--- config.mk ---
export PLATFORM = sky130hd
export DESIGN_NAME = boot_overlay_decoder
export DESIGN_NICKNAME = d
export VERILOG_FILES = /design/src/rtl/bod_pkg.sv /design/src/rtl/bod_region_classify.sv /design/src/rtl/bod_overlay_ctrl.sv /design/src/rtl/bod_select_gen.sv /design/src/rtl/boot_overlay_decoder.sv
export SDC_FILE = /design/constraint.sdc
export NUM_CORES = 1
export LEC_CHECK = 0
export ABC_AREA = 1
export BUFFER_PORTS_ARGS = -buffer_cell sky130_fd_sc_hd__clkbuf_2
export CAP_MARGIN = 20
export CORE_AREA = 2 2 39 41
export DETAILED_ROUTE_END_ITERATION = 10
export DIE_AREA = 0 0 41 43
export GPL_TIMING_DRIVEN = 0
export PLACE_DENSITY = 0.47
export SLEW_MARGIN = 25
export SYNTH_ARGS = -nofsm -noshare
export SYNTH_HDL_FRONTEND = slang
export SYNTH_SLANG_ARGS = --single-unit
export TNS_END_PERCENT = 20
--- constraint.sdc ---
create_clock -name vclk -period 0.8
set_input_delay 0.08 -clock vclk [all_inputs]
set_output_delay 0.08 -clock vclk [all_outputs]
set_load 0.01 [all_outputs]
--- src/rtl/bod_pkg.sv ---
package bod_pkg;

  typedef enum logic [1:0] {
    REG_LOW_RAM = 2'd0,
    REG_GENERAL = 2'd1,
    REG_IO      = 2'd2,
    REG_VECTOR  = 2'd3
  } region_t;

  typedef struct packed {
    logic ram_lo;
    logic ram_hi;
    logic rom;
  } mem_sel_t;

endpackage

--- src/rtl/bod_region_classify.sv ---
module bod_region_classify
  import bod_pkg::*;
#(
  parameter int ADDR_W       = 16,
  parameter int IO_PAGE_BITS = 8,
  parameter int WIN_BITS     = 5,
  localparam int WIN_IDX_W   = IO_PAGE_BITS - WIN_BITS
) (
  input  logic [ADDR_W-1:0]    addr,
  output region_t              region,
  output logic [WIN_IDX_W-1:0] win_idx
);

  function automatic logic in_io_page(input logic [ADDR_W-1:0] a);
    return &a[ADDR_W-1:IO_PAGE_BITS];
  endfunction

  function automatic logic [WIN_IDX_W-1:0] window_of(input logic [ADDR_W-1:0] a);
    return a[IO_PAGE_BITS-1:WIN_BITS];
  endfunction

  logic page_hit;
  assign page_hit = in_io_page(addr);
  assign win_idx  = window_of(addr);

  always_comb begin
    if (!addr[ADDR_W-1])      region = REG_LOW_RAM;
    else if (!page_hit)       region = REG_GENERAL;
    else if (&win_idx)        region = REG_VECTOR;
    else                      region = REG_IO;
  end

  always_comb begin
    if (region == REG_VECTOR)
      assert_vector_top_R3: assert (&addr[ADDR_W-1:WIN_BITS])
        else $error("vector region outside top window");
  end

endmodule

--- src/rtl/bod_overlay_ctrl.sv ---
module bod_overlay_ctrl (
  input  logic rst_n,
  input  logic map_ram,
  output logic ram_mapped
);

  assign ram_mapped = map_ram & rst_n;

  always_comb begin
    if (!rst_n)
      assert_boot_rom_R5: assert (!ram_mapped)
        else $error("RAM overlay active during reset");
  end

endmodule

--- src/rtl/bod_select_gen.sv ---
module bod_select_gen
  import bod_pkg::*;
#(
  parameter int WIN_IDX_W   = 3,
  parameter bit GATE_WITH_E = 1'b1,
  localparam int NUM_WIN    = 2 ** WIN_IDX_W,
  localparam int NUM_IO_OUT = NUM_WIN - 1
) (
  input  region_t              region,
  input  logic [WIN_IDX_W-1:0] win_idx,
  input  logic                 ram_mapped,
  input  logic                 e_clk,
  output mem_sel_t             mem_sel,
  output logic [NUM_IO_OUT-1:0] io_sel,
  output logic                 qual
);

  generate
    if (GATE_WITH_E) begin : g_gate
      assign qual = e_clk;
    end else begin : g_open
      logic unused_e;
      assign unused_e = e_clk;
      assign qual = 1'b1;
    end
  endgenerate

  always_comb begin
    mem_sel = '0;
    if (qual) begin
      unique case (region)
        REG_LOW_RAM: mem_sel.ram_lo = 1'b1;
        REG_GENERAL: begin
          mem_sel.ram_hi = ram_mapped;
          mem_sel.rom    = !ram_mapped;
        end
        REG_VECTOR:  mem_sel.rom = 1'b1;
        default:     mem_sel = '0;
      endcase
    end
  end

  for (genvar k = 0; k < NUM_IO_OUT; k++) begin : g_win
    assign io_sel[k] = qual && (region == REG_IO) && (win_idx == WIN_IDX_W'(k));
  end

endmodule

--- src/rtl/boot_overlay_decoder.sv ---
module boot_overlay_decoder
  import bod_pkg::*;
#(
  parameter int ADDR_W       = 16,
  parameter int IO_PAGE_BITS = 8,
  parameter int WIN_BITS     = 5,
  parameter bit GATE_WITH_E  = 1'b1,
  localparam int WIN_IDX_W   = IO_PAGE_BITS - WIN_BITS,
  localparam int NUM_IO_OUT  = (2 ** WIN_IDX_W) - 1
) (
  input  logic                  e_clk,
  input  logic                  rst_n,
  input  logic                  map_ram,
  input  logic [ADDR_W-1:0]     addr,
  output logic                  ram_lo_n,
  output logic                  ram_hi_n,
  output logic                  rom_n,
  output logic [NUM_IO_OUT-1:0] io_win_n
);

  region_t               region;
  logic [WIN_IDX_W-1:0]  win_idx;
  logic                  ram_mapped;
  logic                  qual;
  mem_sel_t              mem_sel;
  logic [NUM_IO_OUT-1:0] io_sel;

  bod_region_classify #(
    .ADDR_W(ADDR_W), .IO_PAGE_BITS(IO_PAGE_BITS), .WIN_BITS(WIN_BITS)
  ) classify_i (
    .addr(addr), .region(region), .win_idx(win_idx)
  );

  bod_overlay_ctrl overlay_i (
    .rst_n(rst_n), .map_ram(map_ram), .ram_mapped(ram_mapped)
  );

  bod_select_gen #(
    .WIN_IDX_W(WIN_IDX_W), .GATE_WITH_E(GATE_WITH_E)
  ) select_i (
    .region(region), .win_idx(win_idx), .ram_mapped(ram_mapped),
    .e_clk(e_clk), .mem_sel(mem_sel), .io_sel(io_sel), .qual(qual)
  );

  assign ram_lo_n = ~mem_sel.ram_lo;
  assign ram_hi_n = ~mem_sel.ram_hi;
  assign rom_n    = ~mem_sel.rom;
  assign io_win_n = ~io_sel;

  logic [NUM_IO_OUT+2:0] any_low;
  assign any_low = ~{ram_lo_n, ram_hi_n, rom_n, io_win_n};

  always_comb begin
    assert_at_most_one_R6: assert ($onehot0(any_low))
      else $error("multiple selects active");
    if (qual)
      assert_full_decode_R8: assert ($countones(any_low) == 1)
        else $error("qualified cycle without exactly one select");
    if (!qual)
      assert_idle_unqualified_R7: assert (any_low == '0)
        else $error("select active outside valid phase");
    if (qual && !addr[ADDR_W-1])
      assert_low_ram_R1: assert (!ram_lo_n)
        else $error("lower RAM not selected");
    if (qual && region == REG_VECTOR)
      assert_vector_rom_R3: assert (!rom_n)
        else $error("vector window lost ROM");
    if (qual && region == REG_IO)
      assert_io_no_memory_R2: assert (ram_lo_n && ram_hi_n && rom_n)
        else $error("memory selected inside I/O window");
    if (qual && region == REG_GENERAL)
      assert_overlay_choice_R4: assert (ram_hi_n != rom_n)
        else $error("general region select ambiguous");
  end

endmodule

==> impl_summary.md <==
Run status
The run finished, with violations left. The checks that failed: setup timing.

Final layout
The multi-input combinational cells in the finished layout cover a total of between 150 and 200 um^2. The repair_antennas step left the layout with diodes totalling 0. The count of nets after finishing is 79.

The layout has 0 clock buffers. In the final layout, the share of cells above drive strength 1 is between 60 and 70%. After filler insertion, the fill cell instance count of the layout stands at 167. The area added between synthesis and finish is 131%. There are 0 flip-flops and latches.

The register area is 0 um^2.

Global route
Entering global routing, the biggest net connects 8 pins. The first-pass GRT wire length is 910 um. Global routing used between 6 and 7% of the available tracks across all layers. The number of antenna violations at the first check in global routing is 0. The via count of the first global-routing pass was 241.

Summed over all layers, the global routing overflow is 0.

Placed design
The detailed placement HPWL is about 500 um. Routability-driven placement finished with a final weighted congestion of 0.682. Prior to clock tree synthesis, the placed netlist has a worst setup slack of -0.177 ns. Input and output buffers added on the ports amount to 24.

STA
The count of endpoints failing hold in the final timing report is 0. Headroom to the max-slew limit came out at between 80% and 90%. Setup violations remaining at the end of the flow were counted as 9.

For the pin with the worst max-slew slack, the measured transition is 0.224 ns. The shortest clock period the worst path allows after layout is between 0.8 and 0.9 ns. The worst path uses 109% of the clock period.

Setup repair after global routing could not meet its margin everywhere. The final number of max-transition violations is 0. Static timing analysis puts the maximum clock frequency at 1140 MHz.

The worst-case setup margin in the final layout is -0.0744 ns.

Worst setup path
The critical path contains buffers and inverters numbering 2 combined. For the worst setup path, the data required time is about 0.7 ns. The critical-path maximum fanout is 7. The worst setup path is captured at an output pin. The cell with the largest stage delay on the worst path is nor2_4. The critical path's top delay family is simple AND/OR/NAND/NOR gates. The worst setup path category is primary input to output pin. The worst setup path is launched from a primary input. For this run, the slowest stage of the critical path takes around 0.15 ns. The data arrival at the endpoint of the critical path is between 0.7 and 0.8 ns.

The critical path goes through clkbuf_2 -> nand2_2 -> nor2_4 -> nand2_2 -> nor2_4 -> nand4_1 -> buf_2.

Pwr
The sum of internal, switching and leakage power is 131 uW. For this design the static power due to leakage is 0.187 nW. VDD sags by at most 0.0802 mV. The power per standard cell area is ~330 nW/um^2.

Routing
In this run the remaining antenna-violating nets after routing total 0. The number of search-and-repair iterations in the first detailed-routing pass is 2. The detailed-route vias per instance is around 4.1. After detailed routing, the average wire length per cell comes to 8.38 um. The count of vias placed by the detailed router is between 300 and 400.

Wires add up to 620 um. In the routed design, unresolved DRC markers number 0. The number of DRC markers in iteration 0 is 4.

Logic synthesis
The count of warnings emitted by yosys is 0. Synthesis produced a netlist with a net count of 50. The mean instance size in the synthesized netlist is 5.45 um^2. The sequential-to-total area share from yosys stat is 0%. The cell count after synthesis came out at 31. In this run the cell area of the synthesized design comes to 169 um^2. In this run, distinct cell masters in the synthesized netlist total 9.

Min path
Counting instances, the worst hold path has a depth of 3. In this run the worst hold path is classified as primary input to output pin. For hold timing, the worst endpoint is ram_hi_n. The hold path startpoint is e_clk.

Floorplanning
The site row count is 14. The number of top-level pins is 29. The initial core utilization is 12.2%. The floorplan die width is between 40 and 50 um.

From bottom edge to top edge, the die measures 43 um. The core outline area is 1380 um^2. The floorplan step defined a die boundary enclosing 1760 um^2.

Run
The count of maximum capacitance violations is 0.
==> worst max path at each step <==
stage / from / end / slack (ns) / cells past startpoint
global route: addr[10] / io_win_n[4] / -0.17 / 7
global placement: addr[15] / io_win_n[0] / -0.17 / 7
detailed placement: addr[15] / io_win_n[4] / -0.18 / 7
floorplan: addr[12] / io_win_n[0] / 0.10 / 5
CTS: addr[15] / io_win_n[1] / -0.15 / 7
finish: addr[10] / io_win_n[4] / -0.07 / 7
==> worst min-delay path: stages <==
cell      delay, ns
clkbuf_2       0.10
nand4_1        0.08
buf_2          0.12
==> per-layer routing <==
layer | GRT usage (%) | part of all wire, %
met4 | 0 | 0
met5 | 0 | 0
met1 | 9.49 | 41
met2 | 11.9 | 49
met3 | 0 | 10
==> cells in the mapped netlist <==
| master | count | share of area (%) |
|---|---|---|
| inv_1 | 5 | 11 |
| nor2_2 | 1 | 3.7 |
| nor2_1 | 3 | 6.7 |
| nand2_2 | 2 | 7.4 |
| nand4_1 | 10 | 37 |
| nor2_4 | 2 | 13 |
| nand3_1 | 2 | 5.9 |
| or2_2 | 1 | 3.7 |
| nand2_1 | 5 | 11 |
==> repair_timing <==
| item | in CTS | in global routing |
|---|---|---|
| hold buffers | 0 | 0 |
| pin swaps | 5 | 9 |
| setup buffers | 1 | 2 |
| endpoints found under the setup margin | 8 | 9 |
| gates resized for setup | 1 | 13 |
==> layout make-up <==
class,instances,share of cell area (%)
timing repair buffer,27,47.1
tap,16,5.13
multi-input combinational,26,42.9
inverter,5,4.81
==> layout by cell type, fill, tap and decap left out <==
master and instances:
nand2_2 4, nor2_4 3, buf_2 2, nand2_4 1, buf_8 1, buf_4 3
inv_1 5, clkbuf_2 16, buf_6 5, nand3_1 2, nand2_1 2, or2_2 1
nand4_1 10, nor2_1 3
==> through the flow <==
step | util [%] | cell area, um^2 | hold WS [ns] | TNS (ns) | std cells
after floorplan | - | 169 | 0.267 | 0 | 31
after global placement | 22.3 | 309 | 0.467 | -1.12 | 71
after detailed placement | 22.3 | 309 | 0.476 | -1.21 | 71
after CTS | 23.5 | 325 | 0.477 | -1.12 | 72
after global routing | 28.2 | 390 | 0.499 | -1.22 | 74
final | 28.2 | 390 | 0.466 | -0.518 | 74
==> report_power, final <==
group          internal [mW]  total [mW]  leakage (nW)  switching (mW)
logic                 0.0700       0.131         0.187          0.0606
clock network              0           0             0               0
registers                  0           0             0               0
total                 0.0700       0.131         0.187          0.0606
==> kinds of logic after synthesis <==
family	count (synthesis)	synth area share [%]
buffers and inverters	5	11.1
AND/OR/NAND/NOR	26	88.9
Note: power is estimated with default switching activity, not from simulation.
